==> src/rtl/fu_pkg.sv <==
package fu_pkg;
  localparam int NUM_UNITS = 5;
  localparam int UNIT_W    = 3;

  typedef enum logic [UNIT_W-1:0] {
    U_INT = 3'd0,
    U_LS  = 3'd1,
    U_ADD = 3'd2,
    U_MUL = 3'd3,
    U_DIV = 3'd4
  } unit_e;
endpackage

==> src/rtl/fu_pipe.sv <==
module fu_pipe
  import fu_pkg::*;
#(
  parameter int    DEPTH  = 4,
  parameter int    DATA_W = 16,
  parameter int    TAG_W  = 6,
  parameter unit_e KIND   = U_ADD
) (
  input  logic              clk,
  input  logic              rst,
  input  logic              in_valid,
  input  logic [TAG_W-1:0]  in_tag,
  input  logic [DATA_W-1:0] in_a,
  input  logic [DATA_W-1:0] in_b,
  input  logic              grant,
  output logic              ready,
  output logic              out_valid,
  output logic [TAG_W-1:0]  out_tag,
  output logic [DATA_W-1:0] out_data
);
  logic [DEPTH-1:0]  vld_q;
  logic [TAG_W-1:0]  tag_q [DEPTH];
  logic [DATA_W-1:0] dat_q [DEPTH];
  logic [DATA_W-1:0] res;
  logic              hold;

  always_comb begin
    case (KIND)
      U_INT:   res = in_a ^ in_b;
      U_MUL:   res = in_a * in_b;
      default: res = in_a + in_b;
    endcase
  end

  assign hold = vld_q[DEPTH-1] & ~grant;

  always_ff @(posedge clk) begin
    if (rst) begin
      vld_q <= '0;
    end else if (!hold) begin
      vld_q[0] <= in_valid;
      for (int i = 1; i < DEPTH; i++) vld_q[i] <= vld_q[i-1];
    end
  end

  always_ff @(posedge clk) begin
    if (!hold) begin
      tag_q[0] <= in_tag;
      dat_q[0] <= res;
      for (int i = 1; i < DEPTH; i++) begin
        tag_q[i] <= tag_q[i-1];
        dat_q[i] <= dat_q[i-1];
      end
    end
  end

  assign ready     = ~hold;
  assign out_valid = vld_q[DEPTH-1];
  assign out_tag   = tag_q[DEPTH-1];
  assign out_data  = dat_q[DEPTH-1];

  // a result that loses arbitration stays put, unchanged
  assert_hold_result_R8: assert property (@(posedge clk) disable iff (rst)
    (out_valid && !grant) |=> (out_valid && $stable(out_tag) && $stable(out_data)));

  // the issuer is never let into a frozen pipeline
  assert_no_issue_when_held_R8: assert property (@(posedge clk) disable iff (rst)
    in_valid |-> ready);
endmodule

==> src/rtl/fu_div.sv <==
module fu_div #(
  parameter int DATA_W = 16,
  parameter int TAG_W  = 6,
  parameter int II     = 25
) (
  input  logic              clk,
  input  logic              rst,
  input  logic              in_valid,
  input  logic [TAG_W-1:0]  in_tag,
  input  logic [DATA_W-1:0] in_a,
  input  logic [DATA_W-1:0] in_b,
  input  logic              grant,
  output logic              ready,
  output logic              out_valid,
  output logic [TAG_W-1:0]  out_tag,
  output logic [DATA_W-1:0] out_data
);
  localparam int CNT_W = $clog2(II);

  logic              busy;
  logic [CNT_W-1:0]  cnt;
  logic [DATA_W-1:0] rem_q, quo_q, dvs_q;
  logic [TAG_W-1:0]  tag_q;
  logic [DATA_W:0]   trial;
  logic              finish;
  logic              stepping;

  assign trial    = {rem_q, quo_q[DATA_W-1]} - {1'b0, dvs_q};
  assign finish   = busy && (cnt == CNT_W'(II - 1));
  assign stepping = busy && (cnt < CNT_W'(DATA_W));

  always_ff @(posedge clk) begin
    if (rst) begin
      busy <= 1'b0;
      cnt  <= '0;
    end else if (in_valid) begin
      busy <= 1'b1;
      cnt  <= '0;
    end else if (busy) begin
      if (finish) begin
        if (grant) busy <= 1'b0;
      end else begin
        cnt <= cnt + 1'b1;
      end
    end
  end

  always_ff @(posedge clk) begin
    if (in_valid) begin
      quo_q <= in_a;
      rem_q <= '0;
      dvs_q <= in_b;
      tag_q <= in_tag;
    end else if (stepping) begin
      if (!trial[DATA_W]) begin
        rem_q <= trial[DATA_W-1:0];
        quo_q <= {quo_q[DATA_W-2:0], 1'b1};
      end else begin
        rem_q <= {rem_q[DATA_W-2:0], quo_q[DATA_W-1]};
        quo_q <= {quo_q[DATA_W-2:0], 1'b0};
      end
    end
  end

  assign ready     = ~busy;
  assign out_valid = finish;
  assign out_tag   = tag_q;
  assign out_data  = quo_q;

  // an accepted divide closes the unit on the very next cycle
  assert_window_opens_R7: assert property (@(posedge clk) disable iff (rst)
    in_valid |=> (!ready && cnt == '0));

  // the unit reopens only after its result was handed over
  assert_reopen_after_grant_R7: assert property (@(posedge clk) disable iff (rst)
    $rose(ready) |-> $past(out_valid && grant));
endmodule

==> src/rtl/fu_wb_arb.sv <==
module fu_wb_arb
  import fu_pkg::*;
#(
  parameter int N      = NUM_UNITS,
  parameter int DATA_W = 16,
  parameter int TAG_W  = 6
) (
  input  logic                         clk,
  input  logic                         rst,
  input  logic [N-1:0]                 req,
  input  logic [N-1:0][TAG_W-1:0]      req_tag,
  input  logic [N-1:0][DATA_W-1:0]     req_data,
  output logic [N-1:0]                 grant,
  output logic                         wb_valid,
  output logic [UNIT_W-1:0]            wb_unit,
  output logic [TAG_W-1:0]             wb_tag,
  output logic [DATA_W-1:0]            wb_data
);
  logic [UNIT_W-1:0] sel;
  logic              mem_valid;
  logic [UNIT_W-1:0] mem_unit;
  logic [TAG_W-1:0]  mem_tag;
  logic [DATA_W-1:0] mem_data;

  // highest index wins
  always_comb begin
    grant = '0;
    sel   = '0;
    for (int i = 0; i < N; i++) begin
      if (req[i]) begin
        grant    = '0;
        grant[i] = 1'b1;
        sel      = UNIT_W'(i);
      end
    end
  end

  always_ff @(posedge clk) begin
    if (rst) begin
      mem_valid <= 1'b0;
      wb_valid  <= 1'b0;
    end else begin
      mem_valid <= |req;
      wb_valid  <= mem_valid;
    end
  end

  always_ff @(posedge clk) begin
    mem_unit <= sel;
    mem_tag  <= req_tag[sel];
    mem_data <= req_data[sel];
    wb_unit  <= mem_unit;
    wb_tag   <= mem_tag;
    wb_data  <= mem_data;
  end

  // never more than one unit granted
  assert_single_grant_R8: assert property (@(posedge clk) disable iff (rst)
    $onehot0(grant));

  // every completion came from a grant two cycles earlier
  assert_wb_from_grant_R9: assert property (@(posedge clk) disable iff (rst)
    wb_valid |-> $past(|grant, 2));
endmodule

==> src/rtl/fu_pool.sv <==
module fu_pool
  import fu_pkg::*;
#(
  parameter int DATA_W  = 16,
  parameter int TAG_W   = 6,
  parameter int LAT_INT = 0,
  parameter int LAT_LS  = 1,
  parameter int LAT_ADD = 3,
  parameter int LAT_MUL = 6,
  parameter int DIV_II  = 25
) (
  input  logic                 clk,
  input  logic                 rst,
  input  logic                 iss_valid,
  input  logic [UNIT_W-1:0]    iss_unit,
  input  logic [TAG_W-1:0]     iss_tag,
  input  logic [DATA_W-1:0]    iss_a,
  input  logic [DATA_W-1:0]    iss_b,
  output logic [NUM_UNITS-1:0] unit_ready,
  output logic                 wb_valid,
  output logic [UNIT_W-1:0]    wb_unit,
  output logic [TAG_W-1:0]     wb_tag,
  output logic [DATA_W-1:0]    wb_data
);
  localparam int NPIPE = NUM_UNITS - 1;

  function automatic int depth_of(input int u);
    case (u)
      0:       return LAT_INT + 1;
      1:       return LAT_LS + 1;
      2:       return LAT_ADD + 1;
      default: return LAT_MUL + 1;
    endcase
  endfunction

  logic [NUM_UNITS-1:0]             accept;
  logic [NUM_UNITS-1:0]             fin_valid;
  logic [NUM_UNITS-1:0]             grant;
  logic [NUM_UNITS-1:0][TAG_W-1:0]  fin_tag;
  logic [NUM_UNITS-1:0][DATA_W-1:0] fin_data;

  for (genvar g = 0; g < NUM_UNITS; g++) begin : g_accept
    assign accept[g] = iss_valid && (iss_unit == UNIT_W'(g)) && unit_ready[g];
  end

  for (genvar g = 0; g < NPIPE; g++) begin : g_pipe
    fu_pipe #(
      .DEPTH (depth_of(g)),
      .DATA_W(DATA_W),
      .TAG_W (TAG_W),
      .KIND  (unit_e'(g))
    ) u_pipe (
      .clk      (clk),
      .rst      (rst),
      .in_valid (accept[g]),
      .in_tag   (iss_tag),
      .in_a     (iss_a),
      .in_b     (iss_b),
      .grant    (grant[g]),
      .ready    (unit_ready[g]),
      .out_valid(fin_valid[g]),
      .out_tag  (fin_tag[g]),
      .out_data (fin_data[g])
    );
  end

  fu_div #(
    .DATA_W(DATA_W),
    .TAG_W (TAG_W),
    .II    (DIV_II)
  ) u_div (
    .clk      (clk),
    .rst      (rst),
    .in_valid (accept[U_DIV]),
    .in_tag   (iss_tag),
    .in_a     (iss_a),
    .in_b     (iss_b),
    .grant    (grant[U_DIV]),
    .ready    (unit_ready[U_DIV]),
    .out_valid(fin_valid[U_DIV]),
    .out_tag  (fin_tag[U_DIV]),
    .out_data (fin_data[U_DIV])
  );

  fu_wb_arb #(
    .N     (NUM_UNITS),
    .DATA_W(DATA_W),
    .TAG_W (TAG_W)
  ) u_arb (
    .clk     (clk),
    .rst     (rst),
    .req     (fin_valid),
    .req_tag (fin_tag),
    .req_data(fin_data),
    .grant   (grant),
    .wb_valid(wb_valid),
    .wb_unit (wb_unit),
    .wb_tag  (wb_tag),
    .wb_data (wb_data)
  );
endmodule

==> config.mk <==
export PLATFORM = sky130hd
export DESIGN_NAME = fu_pool
export DESIGN_NICKNAME = d
export VERILOG_FILES = /design/src/rtl/fu_pkg.sv /design/src/rtl/fu_pipe.sv /design/src/rtl/fu_div.sv /design/src/rtl/fu_wb_arb.sv /design/src/rtl/fu_pool.sv
export SDC_FILE = /design/constraint.sdc
export NUM_CORES = 1
export LEC_CHECK = 0
export ABC_AREA = 1
export ABC_CLOCK_PERIOD_IN_PS = 5500
export BUFFER_PORTS_ARGS = -buffer_cell sky130_fd_sc_hd__buf_2
export CORE_UTILIZATION = 55
export DETAILED_ROUTE_END_ITERATION = 16
export HOLD_SLACK_MARGIN = 0.15
export PLACE_DENSITY_LB_ADDON = 0.1
export RECOVER_POWER = 25
export SYNTH_ARGS = -nofsm -noshare
export SYNTH_HDL_FRONTEND = slang
export SYNTH_SLANG_ARGS = --single-unit
export TNS_END_PERCENT = 10
==> constraint.sdc <==
create_clock -name clk -period 5.5 [get_ports clk]
set_clock_uncertainty 0.15 [all_clocks]
set_input_delay 0.55 -clock clk [delete_from_list [all_inputs] [get_ports clk]]
set_output_delay 0.55 -clock clk [all_outputs]
set_load 0.05 [all_outputs]
==> flow_summary.json <==
{
  "dpl_cell_area_um2": 21100,
  "fin_nets": 2075,
  "status": "finished clean",
  "grt_max_degree": 109,
  "cts_setup_buffers": 0,
  "die_x_um": 192,
  "final_cells": 2362,
  "fin_crit_sh_pct": 93.3,
  "critPathArrivalTime_ps": 5300,
  "netlist_instances": 1711,
  "r2r_end": "g_pipe[1].u_pipe.dat_q[0][5]",
  "hold_ws_ps": 172,
  "synthFlopType": "edfxtp_1",
  "gp_congestion": 0.912,
  "path_delay_family": "adder cells",
  "syn_nets": 1920,
  "switchingPower_mw": 3.28,
  "cts_buffer_depth": 3,
  "die_h_um": 192,
  "intPower_mw": 7.34,
  "critPathBufInv": 6,
  "drive_gt1_share_pct": 11.6,
  "critPathKind": "primary input to flip-flop",
  "stdcell_area_um2": 22600,
  "cpMostUsedCell": "fa_1",
  "tritoncts": "done",
  "slowest_delay_ps": 590,
  "cp-end-kind": "flip-flop",
  "grt_antenna_before_repair": 0,
  "grt_pass1_vias": 11800,
  "cpMaxStageDelayCell": "fa_1",
  "min_to": "u_arb.wb_tag[1]",
  "dr.pass1.iters": 5,
  "rows": 69,
  "syn_avg_cell_area_um2": 11.6,
  "power.total_mw": 10.6,
  "start_util_pct": 55.9,
  "rsz0062_at_grt": "false",
  "p_leak_nw": 10.2,
  "detail_route.iter0.violations": 736,
  "syn-cell-area_um2": 19900,
  "hold_depth": 0,
  "cts_made_buffers": 43,
  "maxCapViolations": 0,
  "timing.rr.start": "u_div.cnt[0]",
  "fmax_ghz": 0.195,
  "port_buffers": 74,
  "crit_chain": "dlygate4sd3_1 > buf_2 > nand2_1 > inv_1 > fa_1 > fa_1 > inv_1 > fa_1 > fa_1 > fa_1 > fa_1 > inv_1 > ha_1 > nand2_1 > nor2_1 > nand2_1 > o211ai_1 > a31oi_1 > inv_1 > nand2_1 > nand2_1",
  "cts_resized": 0,
  "synth_warnings": 0,
  "slew_headroom_pct": 30.8,
  "setup-violations-final": 0,
  "min_from": "u_arb.mem_tag[1]",
  "slew_viol_final": 0,
  "p_clk_share_pct": 27.0,
  "cp.depth": 21,
  "vias": 12200,
  "r2r_setup_slack_ps": 1950,
  "core_um2": 35600,
  "io_pins": 75,
  "synth_edf_count": 346,
  "dp.cells": 2265,
  "viasPerCell": 5.18,
  "period_needed_ps": 5130,
  "p_seq_share_pct": 43.7,
  "synth_seq_area_share_pct": 61.1,
  "worstSkewPairLatency_ps": 570,
  "reg2regPathDepth": 10,
  "htree_levels": 2,
  "cp_max_fo": 6,
  "routed_wl_um": 41800,
  "power-per-cell-area_nw_per_um2": 469,
  "worstMarginPinSlew_ps": 1040,
  "hold_viol_final": 0,
  "synth-seq-cells": 434,
  "hold_path.class": "flip-flop to flip-flop",
  "grt_pass1_wl_um": 64600,
  "start_kind": "primary input",
  "post-route-drc-count": 0,
  "power.share.combinational_pct": 29.2,
  "async_flop_share_pct": 0,
  "antenna_cells": 0,
  "synth.distinct_cells": 47,
  "dp_hpwl_um": 29300,
  "worst-endpoint-required_ps": 5670,
  "clk_pin_slew_worst_paths_ps": 60,
  "grt_util_all_layers_pct": 23.5,
  "cts_root_buf": "clkbuf_16",
  "peakVddDrop_mv": 0.424,
  "swShare_pct": 30.9,
  "dieArea_um2": 36900,
  "cts.sinks": 434,
  "area_delta_synth_final_pct": 13.9,
  "ant_nets": 0,
  "routedWlPerCell_um": 17.7,
  "grt_overflow": 0
}
-- worst reg2reg max path, cell delays in order, from the launching register on --
cell	delay [ps]
dfxtp_1	350
inv_1	80
ha_1	230
nand4_4	140
nor2_8	80
inv_4	360
nand2_1	200
nor2_1	500
inv_1	170
nand2_2	370
buf_4	520
-- layer usage --
layer	track usage, %	vias up	routed length [µm]
met3	2.98	70	1640
met1	33.0	5933	19500
li1	-	5973	-
met2	37.8	270	19500
met4	8.00	0	1210
met5	0	-	0
-- power groups by stage --
stage               clock network, mW  registers (mW)  logic, mW
detailed placement                  0            4.72       3.11
finish                           2.87            4.64       3.10
global route                     3.08            4.71       3.54
global placement                    0            4.69       3.06
CTS                              2.94            4.66       3.15
floorplan                           0            4.64       2.13
-- worst max-delay path by stage --
| stage | endpoint | startpoint |
|---|---|---|
| 6_report | g_pipe[3].u_pipe.dat_q[0][15] | iss_b[12] |
| 5_1_grt | g_pipe[3].u_pipe.dat_q[0][15] | iss_b[12] |
| 4_1_cts | g_pipe[3].u_pipe.dat_q[0][15] | iss_b[12] |
| 3_5_place_dp | g_pipe[3].u_pipe.dat_q[0][14] | iss_b[6] |
| 3_3_place_gp | g_pipe[3].u_pipe.dat_q[0][15] | iss_a[7] |
| 2_1_floorplan | g_pipe[3].u_pipe.dat_q[0][15] | iss_b[1] |
-- placed cells by master (no fill, tap or decap), types with 3 or more instances in the layout --
master | synthesis | layout
nor2_1 | 110 | 110
o211ai_1 | 4 | 4
xor2_1 | 25 | 25
inv_2 | 5 | 5
fa_1 | 81 | 81
o221ai_1 | 8 | 8
nand3b_1 | 10 | 10
a31oi_1 | 15 | 15
clkbuf_1 | 25 | 19
clkbuf_16 | 0 | 43
o2111ai_1 | 3 | 3
nand2_4 | 2 | 3
nor3_1 | 7 | 7
dfxtp_1 | 88 | 88
buf_2 | 13 | 69
nand2_1 | 363 | 361
nand3_1 | 50 | 50
o21bai_1 | 7 | 7
a21oi_1 | 57 | 56
clkinvlp_4 | 0 | 3
edfxtp_1 | 346 | 346
o21ai_1 | 21 | 21
ha_1 | 84 | 84
nand2_2 | 2 | 3
buf_4 | 5 | 62
inv_1 | 267 | 266
clkinv_2 | 0 | 10
o31ai_1 | 3 | 3
o22ai_1 | 9 | 9
clkinv_1 | 0 | 6
bufinv_16 | 0 | 4
o21ai_0 | 53 | 52
dlygate4sd3_1 | 0 | 17
xnor2_1 | 18 | 18
-- logic make-up (layout without fill, tap and decap cells) --
logic type,count (synthesis),count (layout),synth area share (%)
fa+ha+maj,165,165,13.4
xor+xnor,43,43,1.89
simple gates,556,556,11.5
buf+inv,322,512,6.50
compound gates,191,191,5.51
flops,434,434,61.1
-- sequential cells by signal (all words and copies together) (netlist names), 5 cells and up --
signal and cells:
u_arb.mem_tag 6, g_pipe.u_pipe.vld_q 13, u_div.cnt 5, g_pipe.u_pipe.tag_q 84, u_div.rem_q 16, u_arb.wb_data 16, g_pipe.u_pipe.dat_q 224, u_div.dvs_q 16
u_div.out_data 16, u_div.out_tag 6, u_arb.wb_tag 6, u_arb.mem_data 16
-- area by class of cell --
class | count | area (µm²)
multi-input combinational | 955 | 6450
inverter | 273 | 1030
tap | 461 | 577
sequential | 434 | 12200
fill | 2816 | 12900
clock inverter | 28 | 288
clock buffer | 52 | 1110
timing repair buffer | 159 | 1040
-- repair_timing --
action | CTS | global route
hold endpoints to repair | 43 | 0
endpoints found under the setup margin | 0 | 0
hold buffers | 17 | 0
-- cells in the mapped netlist, types with 3 or more instances --
cell,number,area (µm²)
o22ai_1,9,56.3
inv_2,5,18.8
o221ai_1,8,70.1
inv_1,267,1000
fa_1,81,1620
a31oi_1,15,93.8
o31ai_1,3,22.5
a21oi_1,57,285
xor2_1,25,219
clkbuf_1,25,93.8
nand2_1,363,1360
buf_4,5,37.5
edfxtp_1,346,10400
buf_2,13,65.1
nor3_1,7,35.0
nand3b_1,10,75.1
o21ai_0,53,265
nor2_1,110,413
xnor2_1,18,158
o21ai_1,21,105
ha_1,84,1050
buf_6,6,67.6
o21bai_1,7,52.6
dfxtp_1,88,1760
nand3_1,50,250
o211ai_1,4,30.0
o2111ai_1,3,26.3
-- per-stage QoR --
step / TNS, ps / setup WS [ps] / utilization [%]
5_1_grt: 0 / 107 / 63.7
3_5_place_dp: -196 / -91.4 / 59.3
2_1_floorplan: 0 / 34.0 / -
6_report: 0 / 369 / 63.7
4_1_cts: 0 / 379 / 63.7
3_3_place_gp: 0 / 1.44 / 59.3
Power figures use the tool's default switching activity.
